### src/rtl/irq_status_pkg.sv
package irq_status_pkg;
  localparam int unsigned REG_DW = 32;
  localparam int unsigned OFS_W  = 8;
  localparam int unsigned SRC_W  = 13;

  localparam logic [OFS_W-1:0] OFS_STATUS = 8'h30;
  localparam logic [OFS_W-1:0] OFS_ENABLE = 8'h34;
  localparam logic [OFS_W-1:0] OFS_CLEAR  = 8'h38;

  localparam int unsigned B_TX_TRIG  = 0;
  localparam int unsigned B_TX_EMPTY = 1;
  localparam int unsigned B_TX_HALF  = 2;
  localparam int unsigned B_TX_FULL  = 3;
  localparam int unsigned B_RX_TRIG  = 5;
  localparam int unsigned B_RX_WORD  = 6;
  localparam int unsigned B_RX_HALF  = 7;
  localparam int unsigned B_RX_FULL  = 8;
  localparam int unsigned B_ALL_DONE = 9;
  localparam int unsigned B_RX_BYTE  = 11;
  localparam int unsigned B_BAD_ACC  = 12;

  localparam logic [SRC_W-1:0] SRC_VALID =
      SRC_W'((1 << B_TX_TRIG) | (1 << B_TX_EMPTY) | (1 << B_TX_HALF) |
             (1 << B_TX_FULL) | (1 << B_RX_TRIG)  | (1 << B_RX_WORD) |
             (1 << B_RX_HALF) | (1 << B_RX_FULL)  | (1 << B_ALL_DONE) |
             (1 << B_RX_BYTE) | (1 << B_BAD_ACC));

  localparam logic [SRC_W-1:0] EN_RESET = SRC_W'(1 << B_BAD_ACC);

  typedef struct packed {
    logic wr_enable;
    logic wr_clear;
    logic rd_status;
    logic rd_enable;
  } reg_sel_t;
endpackage

### src/rtl/irq_addr_decode.sv
module irq_addr_decode
  import irq_status_pkg::*;
#(
  parameter int unsigned ADDR_W = OFS_W
) (
  input  logic              we_i,
  input  logic [ADDR_W-1:0] addr_i,
  output reg_sel_t          sel_o
);
  always_comb begin
    sel_o           = '0;
    sel_o.rd_status = (addr_i == ADDR_W'(OFS_STATUS));
    sel_o.rd_enable = (addr_i == ADDR_W'(OFS_ENABLE));
    sel_o.wr_enable = we_i && (addr_i == ADDR_W'(OFS_ENABLE));
    sel_o.wr_clear  = we_i && (addr_i == ADDR_W'(OFS_CLEAR));
  end
endmodule

### src/rtl/irq_status_bank.sv
module irq_status_bank
  import irq_status_pkg::*;
#(
  parameter int unsigned      NSRC  = SRC_W,
  parameter logic [NSRC-1:0]  VALID = SRC_VALID
) (
  input  logic            clk_i,
  input  logic            rst_ni,
  input  logic            wipe_i,
  input  logic [NSRC-1:0] set_i,
  input  logic [NSRC-1:0] clr_i,
  output logic [NSRC-1:0] sts_o
);
  for (genvar i = 0; i < NSRC; i++) begin : g_bit
    if (VALID[i]) begin : g_impl
      logic q;
      always_ff @(posedge clk_i or negedge rst_ni) begin
        if (!rst_ni)     q <= 1'b0;
        else if (wipe_i) q <= 1'b0;
        else             q <= set_i[i] | (q & ~clr_i[i]);  // set wins
      end
      assign sts_o[i] = q;
    end else begin : g_rsvd
      assign sts_o[i] = 1'b0;
    end
  end
endmodule

### src/rtl/irq_mask_unit.sv
module irq_mask_unit
  import irq_status_pkg::*;
#(
  parameter int unsigned      NSRC   = SRC_W,
  parameter logic [NSRC-1:0]  VALID  = SRC_VALID,
  parameter logic [NSRC-1:0]  EN_RST = EN_RESET
) (
  input  logic            clk_i,
  input  logic            rst_ni,
  input  logic            wr_i,
  input  logic [NSRC-1:0] wdata_i,
  input  logic [NSRC-1:0] sts_i,
  output logic [NSRC-1:0] en_o,
  output logic            irq_o
);
  logic [NSRC-1:0] en_q;

  always_ff @(posedge clk_i or negedge rst_ni) begin
    if (!rst_ni)   en_q <= EN_RST & VALID;
    else if (wr_i) en_q <= wdata_i & VALID;
  end

  assign en_o  = en_q;
  assign irq_o = |(sts_i & en_q);
endmodule

### src/rtl/irq_status_ctrl.sv
module irq_status_ctrl
  import irq_status_pkg::*;
#(
  parameter int unsigned      ADDR_W = OFS_W,
  parameter int unsigned      DATA_W = REG_DW,
  parameter int unsigned      NSRC   = SRC_W,
  parameter logic [NSRC-1:0]  VALID  = SRC_VALID,
  parameter logic [NSRC-1:0]  EN_RST = EN_RESET
) (
  input  logic              clk_i,
  input  logic              rst_ni,
  input  logic              soft_rst_i,
  input  logic              reg_we_i,
  input  logic [ADDR_W-1:0] reg_addr_i,
  input  logic [DATA_W-1:0] reg_wdata_i,
  output logic [DATA_W-1:0] reg_rdata_o,
  input  logic [NSRC-1:0]   event_i,
  output logic              irq_o
);
  localparam int unsigned PAD_W = DATA_W - NSRC;

  reg_sel_t        sel;
  logic [NSRC-1:0] sts_q;
  logic [NSRC-1:0] en_q;
  logic [NSRC-1:0] clr_vec;

  irq_addr_decode #(.ADDR_W(ADDR_W)) i_dec (
    .we_i   (reg_we_i),
    .addr_i (reg_addr_i),
    .sel_o  (sel)
  );

  assign clr_vec = sel.wr_clear ? reg_wdata_i[NSRC-1:0] : '0;

  irq_status_bank #(.NSRC(NSRC), .VALID(VALID)) i_bank (
    .clk_i  (clk_i),
    .rst_ni (rst_ni),
    .wipe_i (soft_rst_i),
    .set_i  (event_i),
    .clr_i  (clr_vec),
    .sts_o  (sts_q)
  );

  irq_mask_unit #(.NSRC(NSRC), .VALID(VALID), .EN_RST(EN_RST)) i_mask (
    .clk_i   (clk_i),
    .rst_ni  (rst_ni),
    .wr_i    (sel.wr_enable),
    .wdata_i (reg_wdata_i[NSRC-1:0]),
    .sts_i   (sts_q),
    .en_o    (en_q),
    .irq_o   (irq_o)
  );

  always_comb begin
    reg_rdata_o = '0;
    if (sel.rd_status)      reg_rdata_o = {{PAD_W{1'b0}}, sts_q};
    else if (sel.rd_enable) reg_rdata_o = {{PAD_W{1'b0}}, en_q};
  end
endmodule

### config.mk
export PLATFORM = sky130hd
export DESIGN_NAME = irq_status_ctrl
export DESIGN_NICKNAME = d
export VERILOG_FILES = /design/src/rtl/irq_status_pkg.sv /design/src/rtl/irq_addr_decode.sv /design/src/rtl/irq_status_bank.sv /design/src/rtl/irq_mask_unit.sv /design/src/rtl/irq_status_ctrl.sv
export SDC_FILE = /design/constraint.sdc
export NUM_CORES = 1
export LEC_CHECK = 0
export BUFFER_PORTS_ARGS = -buffer_cell sky130_fd_sc_hd__buf_2
export CORE_ASPECT_RATIO = 0.6
export CORE_MARGIN = 2
export CORE_UTILIZATION = 45
export DETAILED_ROUTE_END_ITERATION = 7
export PLACE_DENSITY = 0.86
export SLEW_MARGIN = 20
export SYNTH_ARGS = -nofsm -noshare
export SYNTH_HDL_FRONTEND = slang
export SYNTH_SLANG_ARGS = --single-unit
### constraint.sdc
create_clock -name clk_i -period 1.85 [get_ports clk_i]
set_input_delay 0.185 -clock clk_i [delete_from_list [all_inputs] [get_ports clk_i]]
set_output_delay 0.185 -clock clk_i [all_outputs]
set_load 0.005 [all_outputs]
# Yosys cells after proc, flatten, opt, wreduce, memory -nomap -nowiden
# Cells that the tools add are included.
# totals
wordCells	66
regBits	22
out_inout_bits	33
# op_classes
mux	14
reduce_logical	3
n_eq_ne	3
bitwise_logic	34
# ops
operator	n
13-bit 2-to-1 mux	3
8-bit by 6-bit == test with 1-bit output (second input constant)	3
13-bit bitwise AND	1
13-bit OR reduction	1
1-bit bitwise AND	11
1-bit 2-to-1 mux	11
1-bit NOT	11
1-bit OR	11
1-bit logical AND	2

# Logic depth before layout (Yosys ltp)
# logic_depth
ltp_word	7
depth_mapped	5
mapped_depth_nobuf	4

# Modules after synthesis
# From an unflattened synthesis, not the netlist that was laid out.
# hier_totals
hier_cells	155
area_unflattened_um2	1534.0
# modules_own_cells
mod	cells_per_inst	area_per_inst_um2	n_inst
irq_status_bank	59	590.6	1
irq_mask_unit	33	483.0	1
irq_status_ctrl	54	380.4	1
irq_addr_decode	9	80.1	1

# Worst setup path after synthesis
# No wires, ideal clock.
# synth_timing
path_kind	input port to flip-flop
from	in reg_addr_i[6]
to	reg i_mask.en_q[0], in the netlist i_mask.en_o[0]
t_arrival_ps	1172
required_time_ps	1725
cell_stages	5
setup_ps	125
path_slack_ps	553
cell_sequence	and4bb_1 -> nand3b_2 -> nor2_4 -> buf_12 -> mux2_4
# synth_via
elab_chain_cells	2
# synth_rtl
item	line_no	rtl
start: declaration	irq_status_ctrl.sv:14	input logic [ADDR_W-1:0] reg_addr_i,
8-bit by 6-bit == test with 1-bit output	irq_addr_decode.sv:14	sel_o.wr_enable = we_i && (addr_i == ADDR_W'(OFS_ENABLE));
1-bit logical AND	irq_addr_decode.sv:14	
end signal: assignment	irq_mask_unit.sv:19	if (!rst_ni) en_q <= EN_RST & VALID;
end signal: assignment	irq_mask_unit.sv:20	else if (wr_i) en_q <= wdata_i & VALID;
end: declaration	irq_mask_unit.sv:16	logic [NSRC-1:0] en_q;
# No other way between the ends.
# A chain may end at the register's enable or synchronous reset.

# Final worst setup path
# layout_timing
from	reg i_bank.g_bit[5].g_impl.q
to	out irq_o
# layout_via
elab_chain_cells	2
# layout_rtl
item	line_no	rtl
start: declaration	irq_status_bank.sv:16	logic q;
start signal: assignment	irq_status_bank.sv:20	else q <= set_i[i] | (q & ~clr_i[i]);
13-bit bitwise AND	irq_mask_unit.sv:24	assign irq_o = |(sts_i & en_q);
13-bit OR reduction	irq_mask_unit.sv:24	
end: declaration	irq_status_ctrl.sv:18	output logic irq_o
# No other way between the ends.

==> flow_metrics.env <==
export IMPL_grt_use_total=0.175
export IMPL_setup_worst_path_class="reg2out"
export IMPL_remaining_drc_errors=0
export IMPL_finalSetupViolations=0
export IMPL_dp_hpwl_um=2250
export IMPL_cp_arrival_ps=1540
export IMPL_p_sw_w=0.000252
export IMPL_via_count=1073
export IMPL_postCtsSetupRepairBufs=0
export IMPL_finalWirelength_um=2920
export IMPL_cts_made_buffers=3
export IMPL_synth_cells=142
export IMPL_place_gp_congestion=0.761
export IMPL_finalCritPeriodShare=0.932
export IMPL_gr_total_overflow=0
export IMPL_routed_via_density=4.71
export IMPL_io_pins=90
export IMPL_grt_first_pass_wirelength_um=4400
export IMPL_die_h_um=46.9
export IMPL_setup_tns_ps=0
export IMPL_h_tree_depth=1
export IMPL_ys_ff_latch=22
export IMPL_drtIter0Drc=30
export IMPL_grt_busiest_layer="met2"
export IMPL_clock_skew_ps=0
export IMPL_dieArea_um2=3550
export IMPL_core_area_um2=2890
export IMPL_io_buffers=45
export IMPL_met3_usage=0.0579
export IMPL_avgRoutedWirePerCell_um=12.8
export IMPL_clock_sinks=22
export IMPL_peakVddDrop_mv=0.252
export IMPL_drtPass1Iterations=4
export IMPL_root_buffer="clkbuf_8"
export IMPL_netlist_area_leader_share=0.380
export IMPL_synth_area_leaders="dfrtp_1, buf_4, mux2_4"
export IMPL_cts_hold_buf=1
export IMPL_start_kind="flip-flop"
export IMPL_p_seq_frac=0.538
export IMPL_yosysSeqAreaShare=0.399
export IMPL_p_int_w=0.000738
export IMPL_insertion_delay_ps=270
export IMPL_rows=15
export IMPL_ys_types=26
export IMPL_grt_use_met1=0.216
export IMPL_drv_slew=0
export IMPL_cts_tree="done"
export IMPL_die_w_um=75.6
export IMPL_maxCapViolations=0
export IMPL_grt_max_degree=23
export IMPL_clock_fmax_mhz=580
export IMPL_cp_end_kind="primary output"
export IMPL_diodes=0
export IMPL_swShare=0.255
export IMPL_period_minus_slack_ps=1720
export IMPL_status="finished, final reports clean"
export IMPL_hold_viol_final=0
export IMPL_power_frac_comb=0.157
export IMPL_antenna_found_initial=0
export IMPL_initial_core_util=0.478
export IMPL_ctsResizeCount=0
export IMPL_p_leak_nw=0.851
export IMPL_holdCritPathClass="in2reg"
export IMPL_synth_largest_area_cell="dfrtp_1"
export IMPL_rsz0062_at_grt="no"
export IMPL_area_growth_pct=15.9
export IMPL_cellPowerDensity_nw_per_um2=618
export IMPL_required_ps=1660
export IMPL_grt_pass1_vias=981
export IMPL_critical_path_peak_fanout=3
export IMPL_syn_area_um2=1380
export IMPL_pwr_share_clk=0.306
export IMPL_cts_max_path_buffers=2
export IMPL_ant_nets=0
export IMPL_yosys_warnings=0
export IMPL_final_net_count=244
export IMPL_whs_ps=136
export IMPL_grt_use_met2=0.304
export IMPL_path_clk_slew_ps=80
export IMPL_avgSynthCellArea_um2=9.74
export IMPL_drive_above_1_share=0.339
path summary, 6_finish.rpt:
check	from	to	slack (ps)	cells after the start
max in group asynchronous	rst_ni	i_mask.en_o[12]	1060	2
worst min-delay path	event_i[0]	i_bank.g_bit[0].g_impl.q	140	3
worst max-delay path	i_bank.g_bit[5].g_impl.q	irq_o	130	5
worst max register to register	i_mask.en_o[9]	i_mask.en_o[9]	1040	1
worst min register to register	i_mask.en_o[5]	i_mask.en_o[5]	540	1
min in group asynchronous	rst_ni	i_mask.en_o[0]	420	2
cell type report:
type / count / area [um^2]
Inverter: 11 / 41.3
Clock buffer: 4 / 45.0
Tap cell: 42 / 52.6
Multi-Input combinational cell: 101 / 662
Fill cell: 293 / 1290
Timing Repair Buffer: 48 / 250
Sequential cell: 22 / 552
state kept, by name (all words and copies together) (netlist names):
signal                 cells
i_bank.g_bit.g_impl.q     11
i_mask.en_o               11
synth_stat cells:
cell type / n
inv_1: 11
nor2b_1: 1
a222oi_1: 1
nand3_1: 11
clkbuf_1: 4
conb_1: 1
dfrtp_1: 21
and3_1: 1
dfstp_2: 1
o21ai_0: 8
nor2_1: 12
a22oi_1: 2
buf_2: 2
nand2_1: 3
nor2_4: 1
buf_4: 21
a22o_1: 1
mux2_4: 10
nand3b_2: 1
and4bb_1: 1
buf_12: 1
a21oi_1: 11
mux2_1: 1
a221oi_1: 1
mux2i_1: 11
o21ai_1: 3
logic make-up after synthesis:
group | share of synthesized area
DFF | 0.399
other | 0.00271
AOI/OAI and AO/OA | 0.110
and+or+nand+nor | 0.115
buffers and inverters | 0.176
muxes | 0.196
placed cells by master (no fill, tap or decap):
cell type	count
a21oi_1	11
clkbuf_1	1
nor2_1	12
mux2_1	1
a222oi_1	1
a221oi_1	1
buf_4	2
dfstp_2	1
and4bb_1	1
dlygate4sd3_1	1
nand3b_2	1
nand3_1	11
mux2_4	10
a22o_1	1
o21ai_1	3
clkbuf_8	3
o21ai_0	8
conb_1	21
nand2_1	3
a22oi_1	2
nor2b_1	1
nor2_4	1
dfrtp_1	21
buf_2	45
inv_1	11
mux2i_1	11
and3_1	1
metal layers:
| metal | wire, um | up-vias | share of wire |
|---|---|---|---|
| li1 | - | 527 | - |
| met1 | 1340 | 508 | 0.46 |
| met2 | 1370 | 32 | 0.47 |
| met3 | 165 | 6 | 0.057 |
| met4 | 41 | 0 | 0.014 |
| met5 | 0 | - | 0 |
power groups by stage:
stage	Clock (W)	Combinational, W	Sequential [W]
CTS	0.000310	0.000156	0.000532
global placement	0	0.000148	0.000539
detailed placement	0	0.000153	0.000541
finish	0.000303	0.000155	0.000532
floorplan	0	0.000120	0.000534
global route	0.000329	0.000175	0.000535
stage by stage:
stage / instance area [um^2] / setup slack [ps] / power, W / util / std cells
after floorplan: 1460 / 553 / 0.000654 / - / 162
after global placement: 1550 / 313 / 0.000688 / 0.535 / 223
after detailed placement: 1550 / 264 / 0.000694 / 0.535 / 223
after CTS: 1600 / 113 / 0.000998 / 0.555 / 228
after global routing: 1600 / 30.3 / 0.00104 / 0.555 / 228
final: 1600 / 125 / 0.000990 / 0.555 / 228
worst max-delay path, stage by stage (launching register included):
cell	delay (ps)
dfrtp_1	400
a22o_1	240
a221oi_1	240
and3_1	210
nand2_1	60
buf_2	140
Note: power is estimated with default switching activity, not from simulation.
